## src/rtl/bpl_pkg.sv

```systemverilog
package bpl_pkg;
  typedef enum logic [1:0] {
    SYM_ZERO = 2'd0,
    SYM_MARK = 2'd1,
    SYM_VIOL = 2'd2
  } sym_e;
endpackage

```

## src/rtl/bpl_tick_gen.sv

```systemverilog
module bpl_tick_gen #(
  parameter int DIV = 16
) (
  input  logic clk,
  input  logic rst,
  input  logic tx_clk_en,
  input  logic tx_clk_lost,
  input  logic ref_clk_en,
  input  logic ref_x16_sel,
  input  logic ais_act,
  output logic bit_tick
);
  localparam int CW = $clog2(DIV);
  localparam logic [CW-1:0] LAST = CW'(DIV - 1);

  logic [CW-1:0] div_q;
  logic          fb_tick;

  always_ff @(posedge clk) begin
    if (rst) div_q <= '0;
    else if (ref_clk_en) div_q <= (div_q == LAST) ? '0 : div_q + 1'b1;
  end

  always_comb begin
    fb_tick  = ref_clk_en & (ref_x16_sel | (div_q == LAST));
    bit_tick = tx_clk_lost ? (ais_act & fb_tick) : tx_clk_en;
  end
endmodule

```

## src/rtl/bpl_sub_pipe.sv

```systemverilog
module bpl_sub_pipe
  import bpl_pkg::*;
#(
  parameter int DEPTH = 8
) (
  input  logic clk,
  input  logic rst,
  input  logic bit_tick,
  input  logic code_en,
  input  logic hdb3_sel,
  input  logic ais_act,
  input  logic nrz_in,
  output sym_e sym_out
);
  localparam int B8_LEN = 8;
  localparam int H3_LEN = 4;
  localparam int ZW = $clog2(B8_LEN + 1);

  sym_e          sr  [DEPTH];
  sym_e          nxt [DEPTH];
  logic [ZW-1:0] zrun, zrun_nxt, run_last;
  logic          par, par_nxt;
  logic          is_zero, sub_hit;

  always_comb begin
    run_last = hdb3_sel ? ZW'(H3_LEN - 1) : ZW'(B8_LEN - 1);
    is_zero  = ~ais_act & ~nrz_in;
    sub_hit  = code_en & is_zero & (zrun == run_last);
    nxt[0]   = is_zero ? SYM_ZERO : SYM_MARK;
    for (int i = 1; i < DEPTH; i++) nxt[i] = sr[i-1];
    par_nxt  = par ^ ~is_zero;
    zrun_nxt = (code_en & is_zero) ? zrun + 1'b1 : '0;
    if (sub_hit) begin
      zrun_nxt = '0;
      par_nxt  = 1'b0;
      if (hdb3_sel) begin
        nxt[0] = SYM_VIOL;
        nxt[3] = par ? SYM_ZERO : SYM_MARK;
      end else begin
        nxt[4] = SYM_VIOL;
        nxt[3] = SYM_MARK;
        nxt[1] = SYM_VIOL;
        nxt[0] = SYM_MARK;
      end
    end
  end

  always_ff @(posedge clk) begin
    if (rst) begin
      for (int i = 0; i < DEPTH; i++) sr[i] <= SYM_ZERO;
      zrun <= '0;
      par  <= 1'b0;
    end else if (bit_tick) begin
      for (int i = 0; i < DEPTH; i++) sr[i] <= nxt[i];
      zrun <= zrun_nxt;
      par  <= par_nxt;
    end
  end

  assign sym_out = sr[DEPTH-1];
endmodule

```

## src/rtl/bpl_rail_out.sv

```systemverilog
module bpl_rail_out
  import bpl_pkg::*;
(
  input  logic clk,
  input  logic rst,
  input  logic bit_tick,
  input  sym_e sym_in,
  output logic pos_out,
  output logic neg_out
);
  logic last_pos;

  always_ff @(posedge clk) begin
    if (rst) begin
      pos_out  <= 1'b0;
      neg_out  <= 1'b0;
      last_pos <= 1'b0;
    end else if (bit_tick) begin
      case (sym_in)
        SYM_MARK: begin
          pos_out  <= ~last_pos;
          neg_out  <= last_pos;
          last_pos <= ~last_pos;
        end
        SYM_VIOL: begin
          pos_out <= last_pos;
          neg_out <= ~last_pos;
        end
        default: begin
          pos_out <= 1'b0;
          neg_out <= 1'b0;
        end
      endcase
    end
  end
endmodule

```

## src/rtl/bpl_tx_coder.sv

```systemverilog
module bpl_tx_coder
  import bpl_pkg::*;
#(
  parameter int DEPTH   = 8,
  parameter int REF_DIV = 16
) (
  input  logic clk,
  input  logic rst,
  input  logic tx_clk_en,
  input  logic tx_clk_lost,
  input  logic ref_clk_en,
  input  logic ref_x16_sel,
  input  logic nrz_in,
  input  logic glb_code,
  input  logic chan_code,
  input  logic hdb3_sel,
  input  logic dual_rail,
  input  logic ais_req,
  input  logic rmt_loop,
  output logic pos_out,
  output logic neg_out,
  output logic dec_en
);
  logic code_en, ais_act, bit_tick;
  sym_e pipe_sym;

  assign code_en = ~dual_rail & (glb_code | chan_code);
  assign ais_act = ais_req & ~rmt_loop;

  always_ff @(posedge clk) begin
    if (rst) dec_en <= 1'b0;
    else     dec_en <= code_en;
  end

  bpl_tick_gen #(.DIV(REF_DIV)) tick_i (
    .clk(clk), .rst(rst), .tx_clk_en(tx_clk_en), .tx_clk_lost(tx_clk_lost),
    .ref_clk_en(ref_clk_en), .ref_x16_sel(ref_x16_sel), .ais_act(ais_act),
    .bit_tick(bit_tick)
  );

  bpl_sub_pipe #(.DEPTH(DEPTH)) pipe_i (
    .clk(clk), .rst(rst), .bit_tick(bit_tick), .code_en(code_en),
    .hdb3_sel(hdb3_sel), .ais_act(ais_act), .nrz_in(nrz_in), .sym_out(pipe_sym)
  );

  bpl_rail_out rail_i (
    .clk(clk), .rst(rst), .bit_tick(bit_tick), .sym_in(pipe_sym),
    .pos_out(pos_out), .neg_out(neg_out)
  );
endmodule

```

## config.mk

```make
export PLATFORM = sky130hd
export DESIGN_NAME = bpl_tx_coder
export DESIGN_NICKNAME = d
export VERILOG_FILES = /design/src/rtl/bpl_pkg.sv /design/src/rtl/bpl_tick_gen.sv /design/src/rtl/bpl_sub_pipe.sv /design/src/rtl/bpl_rail_out.sv /design/src/rtl/bpl_tx_coder.sv
export SDC_FILE = /design/constraint.sdc
export NUM_CORES = 1
export LEC_CHECK = 0
export ABC_AREA = 1
export BUFFER_PORTS_ARGS = -buffer_cell sky130_fd_sc_hd__buf_2
export CORE_MARGIN = 2
export CORE_UTILIZATION = 56
export DETAILED_ROUTE_END_ITERATION = 10
export GPL_ROUTABILITY_DRIVEN = 0
export HOLD_SLACK_MARGIN = 0.05
export PLACE_DENSITY = 0.87
export SYNTH_ARGS = -nofsm -noshare
export SYNTH_HDL_FRONTEND = slang
export SYNTH_SLANG_ARGS = --single-unit
```

## constraint.sdc

```tcl
create_clock -name clk -period 2.2 [get_ports clk]
set_input_delay 0.44 -clock clk [delete_from_list [all_inputs] [get_ports clk]]
set_output_delay 0.44 -clock clk [all_outputs]
set_load 0.02 [all_outputs]
```

==> run metrics <==
setup TNS 0 ns; Worst R2R Path Depth 8; Placed Cells incl. Taps 203; pin count of the biggest net entering global routing 17; most frequent cell after synthesis nand2_1; die area 2850 um^2; Arrival @ worst endpoint 1.83 ns; initial antenna violation count 0; FF+latch count, synth 29; Post-Synthesis Cells 161; Tot GR Track Use 21.9%; fraction of layout cells with a size suffix above 1 16.4%; Net Switching 260 uW; Post-CTS Repair Setup Buffers 0; drt pass-1 iters 4; DRC 0; sequential share of power 60.8%; CTS tree yes; DR iter-0 viols 49; combinational power share 9.5%; Clk pwr share 29.7%; dpl ws 0.483 ns; Slew Limit Fails 0; Post-Layout Cell Count 211; Syn Nets 176; VDD IR-drop max 0.429 mV; Max Cap Viol 0; Most used DFF post-synth edfxtp_1; critical setup path kind flop to flop; global route total overflow 0; run status complete, no violations; post-synth cell types 23; final hold vios 0; worst path cell trace ha_1 > nand3_1 > nand2_1 > nand2_2 > nand2_4 > nor2_2 > inv_1 > buf_4; DR vias 1,098; H-tree depth 2; post-CTS sizing 0; Highest Clock Rate 573 MHz; Clock Latency Late Sink 0.33 ns; max incr delay on CP 0.34 ns; Seq/Total Area, Yosys 54.2%; worst slew pin tran 0.309 ns; Chip Height 53.4 um; Async S/R FF share, synth 0%; switch share 25.8%; Power Density 665 nW/um^2; Final Cycle Share 79.3%; HPWL after DPL 1850 um; CP max FO 16; synth cell count leaders nand2_1, inv_1, nor2_1; Die Width 53.4 um; area of the core 2250 um^2; Startpoint Class flop; CP Data Required Time 2.28 ns; count of hold-fix buffers inserted at cts 0; worst hold path type input port to flop; Worst setup EP type flop; final worst slack 0.455 ns; critical path's slowest cell dfxtp_1; routed wire length 2550 um; vias in the first global route 1,026; layout net count 197; antenna viol nets, final 0; Mean Syn Cell Area 8.49 um^2; total CTS buffers 5; LEAKAGE 0.000707 uW; clock sink total 29; mapped cell area 1370 um^2; CTS Root Cell clkbuf_4; P_int 748 uW; vias per cell 5.20; Initial Utilization 60.7%; Port Buffers 15; Post-synth EDFFs 16; unrepaired setup endpoints after global routing no; Area contributors post-synth edfxtp_1, dfxtp_1, nand2_1; area grow syn2layout 10.9%; global-route wire length before repair 4190 um; Hold Crit Depth 3; minimum clock period 1.75 ns; Slew HR 79.4%; number of I/O pins 16; yosys warns 0; leading area contributor after synthesis edfxtp_1; Diodes inserted 0; skew final 0.00581 ns; Clock Path Buffers 2; DR WL/cell 12.1 um; Core Rows 17; top cell type's share of synthesized area 35.1%; Worst-path clk slew 0.09 ns; # setup viols final 0
path summary, 6_finish.rpt:
kind / start / slack [ns] / endpoint
worst min-delay path: glb_code / 0.41 / dec_en
worst max register to register: tick_i.div_q[0] / 0.45 / pipe_i.sr[0][2]
worst max-delay path: tick_i.div_q[0] / 0.45 / pipe_i.sr[0][2]
worst min register to register: rail_i.neg_out / 0.47 / rail_i.neg_out
routing by layer:
metal	GRT usage (%)	routed length, um	vias to the layer above
li1	-	-	550
met3	6.21	174	8
met2	37.4	1300	54
met1	22.6	1010	486
met4	15.4	70	0
met5	0	0	-
layout by cell type, fill, tap and decap left out, drive strengths merged:
cell type / Yosys / final
ha: 2 / 2
nor3: 4 / 4
o21bai: 1 / 1
xor2: 1 / 1
nand2: 41 / 41
o21ai: 4 / 4
nor2: 24 / 24
clkbuf: 0 / 5
edfxtp: 16 / 16
dfxtp: 13 / 13
buf: 2 / 16
nand4: 1 / 1
a21oi: 10 / 10
nand3: 12 / 12
xnor2: 1 / 1
inv: 29 / 29
clkinv: 0 / 3
worst max-delay path: cells and delay by family, from the launching register on:
kind / cells / cell delay (ns)
buf+inv: 2 / 0.28
simple gates: 5 / 0.65
fa+ha+maj: 1 / 0.21
flops: 1 / 0.34
power by group through the flow:
stage	clock [uW]	combinational [uW]	sequential, uW
floorplan	0	63.1	625
global placement	0	88.5	624
detailed placement	0	94.5	625
CTS	302	94.9	613
global route	324	108	615
finish	300	95.3	613
metrics by stage:
| stage | utilization, % | cell area (um^2) | hold slack [ns] | power (uW) |
|---|---|---|---|---|
| finish | 67.3 | 1520 | 0.413 | 1010 |
| global route | 67.3 | 1520 | 0.429 | 1050 |
| CTS | 67.3 | 1520 | 0.415 | 1010 |
| detailed placement | 65.0 | 1470 | 0.450 | 719 |
| global placement | 65.0 | 1470 | 0.452 | 712 |
| floorplan | - | 1370 | 0.443 | 688 |
area by class of cell:
type	instances	area, um^2
Sequential cell	29	741
Fill cell	187	738
Multi-Input combinational cell	101	499
Inverter	29	109
Timing Repair Buffer	16	82.6
Clock buffer	5	37.5
Tap cell	28	35.0
Clock inverter	3	12.5
registers in the layout, summed over array words and instances, names as in the netlist:
name             count
pipe_i.par           1
pipe_i.sr           16
rail_i.pos_out       1
rail_i.neg_out       1
pipe_i.zrun          4
tick_i.div_q         4
rail_i.last_pos      1
dec_en               1
cells by family (layout without fill, tap and decap cells):
kind of cell	Yosys count	in the layout	synth area share [%]
simple gates	82	82	26.6
buf+inv	31	53	9.33
flops	29	29	54.2
compound gates	15	15	6.77
fa+ha+maj	2	2	1.83
xor+xnor	2	2	1.28
Power figures use the tool's default switching activity.
